===== src/rtl/ext_bus_seq.sv =====
module ext_bus_seq #(
  parameter int WAIT_W = 4
) (
  input  logic              clk,
  input  logic              rst_n,
  input  logic              req_valid,
  input  logic              req_write,
  input  logic              req_byte,
  input  logic [23:0]       req_addr,
  input  logic [15:0]       req_wdata,
  input  logic              cfg_mux,
  input  logic              cfg_bus16,
  input  logic              cfg_ale_ext,
  input  logic [WAIT_W-1:0] cfg_wait,
  input  logic              cfg_tri_nowait,
  input  logic              cfg_rw_delay,
  input  logic              cfg_early_wr,
  input  logic              cfg_rdy_en,
  input  logic              cfg_lane_strb,
  input  logic [1:0]        cfg_seg_code,
  input  logic              rdy_n,
  input  logic [15:0]       ad_in,
  output logic              busy,
  output logic              done,
  output logic [15:0]       rdata,
  output logic              ale,
  output logic              rd_n,
  output logic              wr_n,
  output logic              bhe_n,
  output logic [15:0]       addr_o,
  output logic [15:0]       ad_o,
  output logic              ad_oe,
  output logic [6:0]        seg_o
);
  localparam int CW = WAIT_W + 1;

  typedef enum logic [2:0] {S_IDLE, S_ALE, S_HOLD, S_DLY, S_STRB, S_TRI, S_FIN} st_t;

  st_t st;
  logic [CW-1:0] cnt;
  logic l_wr, l_byte, l_mux, l_b16, l_ext, l_tnw, l_rwd, l_early, l_rdy, l_lane;
  logic [WAIT_W-1:0] l_wait;
  logic [1:0] l_seg;
  logic [23:0] l_addr;
  logic [15:0] l_wd;

  logic lo_lane, hi_lane, strb, wr_act, addr_ph, last_cnt;
  logic [15:0] rd_pick, wd_out;
  logic [6:0] seg_mask;

  assign last_cnt = (cnt == '0);
  assign lo_lane  = !l_b16 || !l_byte || !l_addr[0];
  assign hi_lane  = l_b16 && (!l_byte || l_addr[0]);
  assign rd_pick  = !l_b16 ? {8'h00, ad_in[7:0]} :
                    l_byte ? {8'h00, (l_addr[0] ? ad_in[15:8] : ad_in[7:0])} : ad_in;
  assign wd_out   = !l_b16 ? {8'h00, l_wd[7:0]} :
                    l_byte ? {2{l_wd[7:0]}} : l_wd;

  always_ff @(posedge clk or negedge rst_n) begin
    if (!rst_n) begin
      st <= S_IDLE;
      cnt <= '0;
      {l_wr, l_byte, l_mux, l_b16, l_ext, l_tnw, l_rwd, l_early, l_rdy, l_lane} <= '0;
      l_wait <= '0;
      l_seg <= '0;
      l_addr <= '0;
      l_wd <= '0;
      rdata <= '0;
    end else begin
      case (st)
        S_IDLE: if (req_valid) begin
          st <= S_ALE;
          cnt <= CW'(cfg_ale_ext);
          l_wr <= req_write;
          l_byte <= req_byte || !cfg_bus16;
          l_mux <= cfg_mux;
          l_b16 <= cfg_bus16;
          l_ext <= cfg_ale_ext;
          l_tnw <= cfg_tri_nowait;
          l_rwd <= cfg_rw_delay;
          l_early <= cfg_early_wr;
          l_rdy <= cfg_rdy_en;
          l_lane <= cfg_lane_strb;
          l_wait <= cfg_wait;
          l_seg <= cfg_seg_code;
          l_addr <= req_addr;
          l_wd <= req_wdata;
        end
        S_ALE: if (last_cnt) begin
          st <= S_HOLD;
          cnt <= CW'(l_ext);
        end else cnt <= cnt - 1'b1;
        S_HOLD: if (!last_cnt) cnt <= cnt - 1'b1;
          else if (l_rwd) st <= S_DLY;
          else begin
            st <= S_STRB;
            cnt <= CW'(l_wait) + CW'(1);
          end
        S_DLY: begin
          st <= S_STRB;
          cnt <= CW'(l_wait) + CW'(1);
        end
        S_STRB: if (!last_cnt) cnt <= cnt - 1'b1;
          else if (!(l_rdy && rdy_n)) begin
            if (!l_wr) rdata <= rd_pick;
            st <= l_tnw ? S_FIN : S_TRI;
          end
        S_TRI: st <= S_FIN;
        default: st <= S_IDLE;
      endcase
    end
  end

  always_comb begin
    case (l_seg)
      2'b11:   seg_mask = 7'h03;
      2'b10:   seg_mask = 7'h7F;
      2'b01:   seg_mask = 7'h00;
      default: seg_mask = 7'h0F;
    endcase
  end

  assign busy    = (st != S_IDLE);
  assign done    = (st == S_FIN);
  assign ale     = (st == S_ALE);
  assign strb    = (st == S_STRB);
  assign wr_act  = strb && l_wr && !(l_early && last_cnt);
  assign rd_n    = !(strb && !l_wr);
  assign wr_n    = l_lane ? !(wr_act && lo_lane) : !wr_act;
  assign bhe_n   = l_lane ? !(wr_act && hi_lane) : !(busy && hi_lane);
  assign addr_ph = l_mux && (st == S_ALE || st == S_HOLD);
  assign ad_oe   = busy && (addr_ph || (l_wr && (st == S_DLY || strb)));
  assign ad_o    = !ad_oe ? 16'h0000 : (addr_ph ? l_addr[15:0] : wd_out);
  assign addr_o  = (busy && !l_mux) ? l_addr[15:0] : 16'h0000;
  assign seg_o   = busy ? (l_addr[22:16] & seg_mask) : 7'h00;
endmodule


===== config.mk =====
export PLATFORM = sky130hd
export DESIGN_NAME = ext_bus_seq
export DESIGN_NICKNAME = d
export VERILOG_FILES = /design/src/rtl/ext_bus_seq.sv
export SDC_FILE = /design/constraint.sdc
export NUM_CORES = 1
export LEC_CHECK = 0
export BUFFER_PORTS_ARGS = -buffer_cell sky130_fd_sc_hd__buf_2
export CAP_MARGIN = 20
export CORE_MARGIN = 3
export CORE_UTILIZATION = 54
export CTS_CLUSTER_SIZE = 8
export DETAILED_ROUTE_END_ITERATION = 8
export GPL_ROUTABILITY_DRIVEN = 0
export PLACE_DENSITY = 0.83
export RECOVER_POWER = 100
export SLEW_MARGIN = 20
export SYNTH_ARGS = -nofsm -noshare
export SYNTH_HDL_FRONTEND = slang
export SYNTH_SLANG_ARGS = --single-unit

===== constraint.sdc =====
create_clock -name clk -period 5.65 [get_ports clk]
set_input_delay 0.2825 -clock clk [delete_from_list [all_inputs] [get_ports clk]]
set_output_delay 0.2825 -clock clk [all_outputs]
set_load 0.02 [all_outputs]

==> summary.txt, run 1 <==
Outcome
  – Status: complete, but fails checks
  – Violated checks: capacitance limit, slew limit

Yosys
  – Syn_nets: 460
  – Unique masters post-synth: 47
  – Cells after Synth: 382
  – Post-synth EDFFs: 0
  – Seq/Total Area, Yosys: 0.4914
  – Synthesized flop and latch total: 79
  – Prevailing post-synth register cell: dfrtp_1
  – Syn Area/Cell: 10.53 sq um
  – Post-synth ARST share: 1.000
  – Mapped Area: 4023 sq um
  – Yosys warns: 0

Clocking
  – Post-cts resize count: 0
  – Clk pin slew, worst setup/hold paths: 0.09 ns
  – Post-CTS Setup Bufs: 0
  – Root buf cell: clkbuf_8
  – CTS H-Tree Depth: 3
  – Hold_buf cts: 0
  – Maximum buffer depth of the clock tree: 2
  – CTS tree: done
  – Worst skew pair latency: about 0.35 ns
  – Total CTS buffers: 9
  – Clock sink count: 79

STA
  – Max-slew violation count: 32
  – Final Skew: 0.01209 ns
  – RSZ-0062 raised after global routing: false
  – Period utilization: 0.6431
  – Tightest Pin Transition: between 1.5 and 2 ns
  – Final Hold Viols: 0
  – F_max: ~280 MHz
  – Final setup viols: 0
  – Worst slew margin: -0.2359
  – Period minus WS final: roughly 3.6 ns
  – Setup_tns: 0 ns
  – WHS: ~0.066 ns

Placed design
  – Placed wire-length estimate: ~7000 um
  – Input/output buffers: between 100 and 150

Worst setup path
  – Origin of the critical flop-to-flop path: st[2]
  – R2R setup slack: 2.02 ns
  – Slowest stage delay, CP: 1.46 ns
  – Largest delay contributor family on the critical path: simple AND/OR/NAND/NOR gates
  – Nature of the critical path endpoint: flip-flop
  – WP depth: 4
  – CP startpoint kind: flip-flop
  – CP Cell Sequence: nor3_1 > and2_0 > buf_4 > mux2_2
  – WP data arrival: 3.87 ns
  – WP data required: around 5.9 ns
  – Worst-path maximum fanout: 30
  – FF-to-FF path depth: 4
  – Crit Path Category: flip-flop to flip-flop
  – Buffers and inverters on the worst path: 1
  – Slowest CP cell: and2_0
  – Reg2reg end: l_wd[14]

Final layout
  – Multi-input gate area: roughly 1900 sq um
  – Final antenna diode count: 0
  – Sequential cell area: about 2000 sq um
  – Filler Cell Count: 598
  – Share of layout cells above drive strength 1: 0.3437
  – Layout Nets: ~600
  – P&R area growth vs syn: 19.97%

Floorplan
  – Core Region: about 7000 sq um
  – Die Y: around 92 um
  – Ports: about 140
  – Die footprint: 8521 sq um
  – Initial core utilization: 0.5731
  – Die width: 92.31 um
  – Cell Rows: 30

Route
  – ANT nets after route: 0
  – DR WL/cell: between 15 and 20 um
  – Drt pass-1 iters: 4
  – Final wirelength: roughly 9700 um
  – # DRC: 0
  – Vias: between 3,000 and 4,000
  – Vias per inst: about 5.5
  – Iter 0 DRT Violations: approximately 150

Global route
  – GR Overflow Total: 0
  – Vias in the first global route: around 3,300
  – Antenna violations before repair: 0
  – First-pass GRT wire length: 15,950 um
  – Largest net degree at the start of global routing: 80
  – Gr usage total: 0.2339

Pwr
  – Leakage: roughly 0.0022 uW
  – Power Dens Cells: approximately 630 nW/um^2
  – Maximum VDD drop: between 0.0003 and 0.0004 V

Hold path
  – Hold Path Class: input port to async pin

Job
  – Max-Cap Viols: 2
==> flip-flops by register name, summed over array words and instances (netlist names) <==
register,count
st,3
l_early,1
rdata,16
l_lane,1
l_mux,1
l_rdy,1
l_wait,4
l_wr,1
l_wd,16
l_rwd,1
l_seg,2
l_addr,23
l_ext,1
l_byte,1
l_b16,1
cnt,5
l_tnw,1
==> final cells by class <==
cell class                      instances  share of cell area
Sequential cell                        79              0.4096
Multi-Input combinational cell        271              0.3861
Timing Repair Buffer                  138              0.1330
Clock buffer                            9             0.02567
Tap cell                               96             0.02489
Clock inverter                          7             0.01219
Inverter                               11            0.008556
==> worst register-to-register path, delay by kind of cell (launching register included) <==
family / cells / cell delay, ns
AND/OR/NAND/NOR: 2 / 2.04
flip-flops: 1 / 0.54
multiplexers: 1 / 0.40
buffers and inverters: 1 / 0.56
==> worst max path at each step <==
stage / startpoint / to / slack, ns
after floorplan: st[1] / ad_o[10] / 3.59
after global placement: st[2] / l_wd[9] / 2.90
after detailed placement: st[2] / l_wd[14] / 2.89
after CTS: st[2] / l_wd[14] / 2.88
after global routing: cnt[0] / cnt[2] / 1.64
final: st[2] / l_wd[14] / 2.02
==> cells in the mapped netlist, drive strengths merged (2+ instances only) <==
master | number | area (sq um)
a21o | 2 | 15.01
a21oi | 23 | 115.1
a22oi | 2 | 15.01
a31oi | 2 | 12.51
and2 | 23 | 146.4
and3 | 5 | 31.28
buf | 11 | 73.81
clkbuf | 10 | 37.54
dfrtp | 79 | 1977
ha | 2 | 25.02
inv | 11 | 41.29
mux2 | 61 | 686.9
mux2i | 9 | 90.09
nand2 | 56 | 210.2
nand3 | 15 | 75.07
nor2 | 10 | 37.54
nor3 | 5 | 25.02
nor3b | 2 | 20.02
o21ai | 28 | 140.1
o32ai | 3 | 26.28
xnor2 | 3 | 26.28
==> report_power, final <==
part           leakage [uW]  internal (uW)  switching (uW)
clock network     0.0000877            167             226
registers          0.000955            849             262
logic               0.00119            634             887
==> placed cells by master, fill, tap and decap left out, types with 3 or more instances in the layout <==
cell type and count:
a21oi_1 23, o21ai_0 28, mux2_2 61, nor2_1 10
o32ai_1 3, clkbuf_8 9, xnor2_1 3, inv_6 5
mux2i_1 9, clkbuf_1 43, and3_1 5, inv_1 11
nand2_1 56, nand3_1 15, and2_0 20, nor3_1 5
dfrtp_1 79, buf_2 93
==> through the flow <==
stage	util	area [sq um]	power, uW	instances	setup WS [ns]
finish	0.6875	4826	3024	611	2.017
global route	0.6875	4826	3251	611	1.643
CTS	0.7000	4913	3100	611	2.876
detailed placement	0.6740	4731	2700	595	2.893
global placement	0.6740	4731	2635	595	2.896
floorplan	-	4023	2234	382	3.594
==> kinds of logic (layout without fill, tap and decap cells) <==
group | after synthesis | after routing | share of synthesized area
AND/OR/NAND/NOR | 125 | 125 | 0.1558
flip-flops | 79 | 79 | 0.4914
AO/OA/AOI/OAI | 70 | 70 | 0.1067
multiplexers | 70 | 70 | 0.1932
buffers and inverters | 32 | 165 | 0.03795
XOR/XNOR | 4 | 4 | 0.008711
adder cells (fa/ha/maj) | 2 | 2 | 0.006220
==> layer usage <==
layer	vias up	global-route usage	share of wire
li1	1592	-	-
met1	1601	0.3067	0.42
met2	139	0.3746	0.48
met3	11	0.06336	0.087
met4	0	0.08292	0.012
met5	-	0	0
No activity file was read; power rests on OpenSTA's default activity.
==> run 2: changes to the inputs <==
Settings changed: CORE_UTILIZATION 54 to 50, PLACE_DENSITY 0.83 to 0.78.
Clock period 5.65 ns to 3.6 ns, I/O delays scaled along.
==> run 2 against run 1 <==
Effect of this change: the run still ends with capacitance limit, slew limit left; critical path depth is the same; flip-flop and latch count is the same; die area grew 7.5%; cell area grew 0.96%; power grew 57%; utilization shrank 6.0 points; critical path type unchanged.
==> summary.txt, run 2 (same netlist as run 1, synthesis figures left out) <==
Final layout
  – Most frequent cells in the layout: buf_2 (89), dfrtp_1 (79), mux2_2 (61), nand2_1 (56), clkbuf_1 (48)
  – Filler Cell Count: between 600 and 700
  – Layout Nets: 590
  – Reg with most FFs: l_addr
  – Fin cells: roughly 620
  – Final Util: 0.6273
  – P&R area growth vs syn: 21.12%
  – Largest register FFs: 23
  – Largest registers: l_addr: 23 flops, l_wd: 16 flops, rdata: 16 flops
  – Share of layout cells above drive strength 1: 0.3404
  – Commonest non-fill, non-tap cell in the layout: buf_2
  – Final antenna diode count: 0

Floorplan
  – Cell Rows: 32
  – Die footprint: ~9200 sq um
  – Die Y: 95.70 um
  – Core Region: between 7000 and 8000 sq um
  – Ports: about 140
  – Initial core utilization: 0.5179
  – Die width: about 96 um

Job
  – Max-Cap Viols: 1

STA
  – Worst slew margin: -0.3101
  – Period utilization: 0.8294
  – Final Hold Viols: 0
  – Max-slew violation count: 36
  – F_max: 334.9 MHz
  – Period minus WS final: roughly 3 ns
  – RSZ-0062 raised after global routing: false
  – Final Skew: ~0.017 ns
  – Final setup viols: 0
  – Setup_tns: 0 ns
  – Tightest Pin Transition: ~2.0 ns

Global route
  – GR Overflow Total: 0
  – First-pass GRT wire length: roughly 15,000 um
  – Antenna violations before repair: 0
  – Largest net degree at the start of global routing: 80
  – Gr usage total: 0.2167
  – Vias in the first global route: 3,210

Hold path
  – Worst hold path depth: 2
  – Hold Path Class: input port to flip-flop

Clocking
  – Clk pin slew, worst setup/hold paths: ~0.1 ns
  – Total CTS buffers: 9
  – Root buf cell: clkbuf_8
  – CTS tree: done
  – CTS H-Tree Depth: 3
  – Post-cts resize count: 0
  – Worst skew pair latency: roughly 0.36 ns
  – Clock sink count: 79
  – Maximum buffer depth of the clock tree: 2
  – Post-CTS Setup Bufs: 0

Route
  – Vias: about 3,400
  – Drt pass-1 iters: 4
  – # DRC: 0
  – DR WL/cell: 15.68 um
  – Final wirelength: 9703 um
  – Iter 0 DRT Violations: 97
  – Vias per inst: between 5 and 6
  – ANT nets after route: 0

Outcome
  – Violated checks: capacitance limit, slew limit
  – Status: complete, but fails checks

Placed design
  – Input/output buffers: roughly 140
  – Cells after DPL: between 600 and 700
  – Placed wire-length estimate: slightly above 7000 um

Worst setup path
  – Nature of the critical path endpoint: flip-flop
  – CP startpoint kind: flip-flop
  – Worst-path maximum fanout: 35
  – Crit Path Category: flip-flop to flip-flop
  – WP data arrival: around 3.2 ns
  – FF-to-FF path depth: 4
  – WP data required: roughly 3.8 ns

Pwr
  – Seq pwr share: 0.365
  – Clock power frac: 0.127
  – Sw Ratio: 0.4524
  – Leakage: roughly 0.0022 uW
  – P_int: 2592 uW
  – Maximum VDD drop: between 0.0004 and 0.0005 V
  – Power Dens Cells: 971.8 nW/um^2
  – P_sw: 2142 uW
  – Combinational power share: 0.508
run 2: metal layers:
layer | up-vias | track usage | wire (um)
met3 | 12 | 0.07349 | 874
met1 | 1636 | 0.2736 | 4032
li1 | 1593 | - | -
met5 | - | 0 | 0
met4 | 0 | 0.06991 | 142
met2 | 138 | 0.3509 | 4654
run 2: worst max-delay path, stage by stage, from the launching register on:
cell      delay [ns]
dfrtp_1         0.54
nor3_1          0.56
and2_2          0.60
clkbuf_2        0.74
mux2_2          0.42
run 2: power groups by stage:
| stage | clock network, uW | logic [uW] | registers, uW |
|---|---|---|---|
| 6_report | 601 | 2400 | 1730 |
| 5_1_grt | 665 | 2650 | 1800 |
| 4_1_cts | 617 | 2510 | 1730 |
| 3_5_place_dp | 0 | 2500 | 1740 |
| 3_3_place_gp | 0 | 2430 | 1710 |
| 2_1_floorplan | 0 | 1820 | 1690 |
run 2: repair_timing:
item / in CTS / in global routing
setup endpoints to repair: 0 / 0
endpoints found under the hold margin: 0 / 35
hold buffers: 0 / 1
run 2: path summary, 6_finish.rpt:
kind	slack, ns	end	startpoint
setup / recovery	0.61	l_wait[3]	st[2]
hold / removal	0.05	l_addr[0]	req_addr[0]
setup reg to reg	0.61	l_wait[3]	st[2]
hold reg to reg	0.49	rdata[0]	rdata[0]
max in group asynchronous	1.55	l_wait[0]	rst_n
min in group asynchronous	0.92	cnt[3]	rst_n
run 2: metrics by stage:
step / area, sq um / power (uW) / hold slack, ns / worst slack, ns
CTS: 4927 / 4860 / 0.02642 / 0.9621
global route: 4872 / 5118 / 0.03377 / 0.4249
detailed placement: 4751 / 4243 / 0.4060 / 1.106
floorplan: 4023 / 3506 / -0.1156 / 1.562
global placement: 4751 / 4146 / 0.3852 / 1.160
finish: 4872 / 4735 / 0.04564 / 0.6141
run 2: area by class of cell:
class                           count  area (sq um)  area share
Clock inverter                      7         52.55     0.01079
Multi-Input combinational cell    271          1889      0.3878
Inverter                           11         41.29    0.008475
Clock buffer                        9         123.9     0.02542
Sequential cell                    79          1977      0.4058
Timing Repair Buffer              140         660.6      0.1356
Tap cell                          102         127.6     0.02619
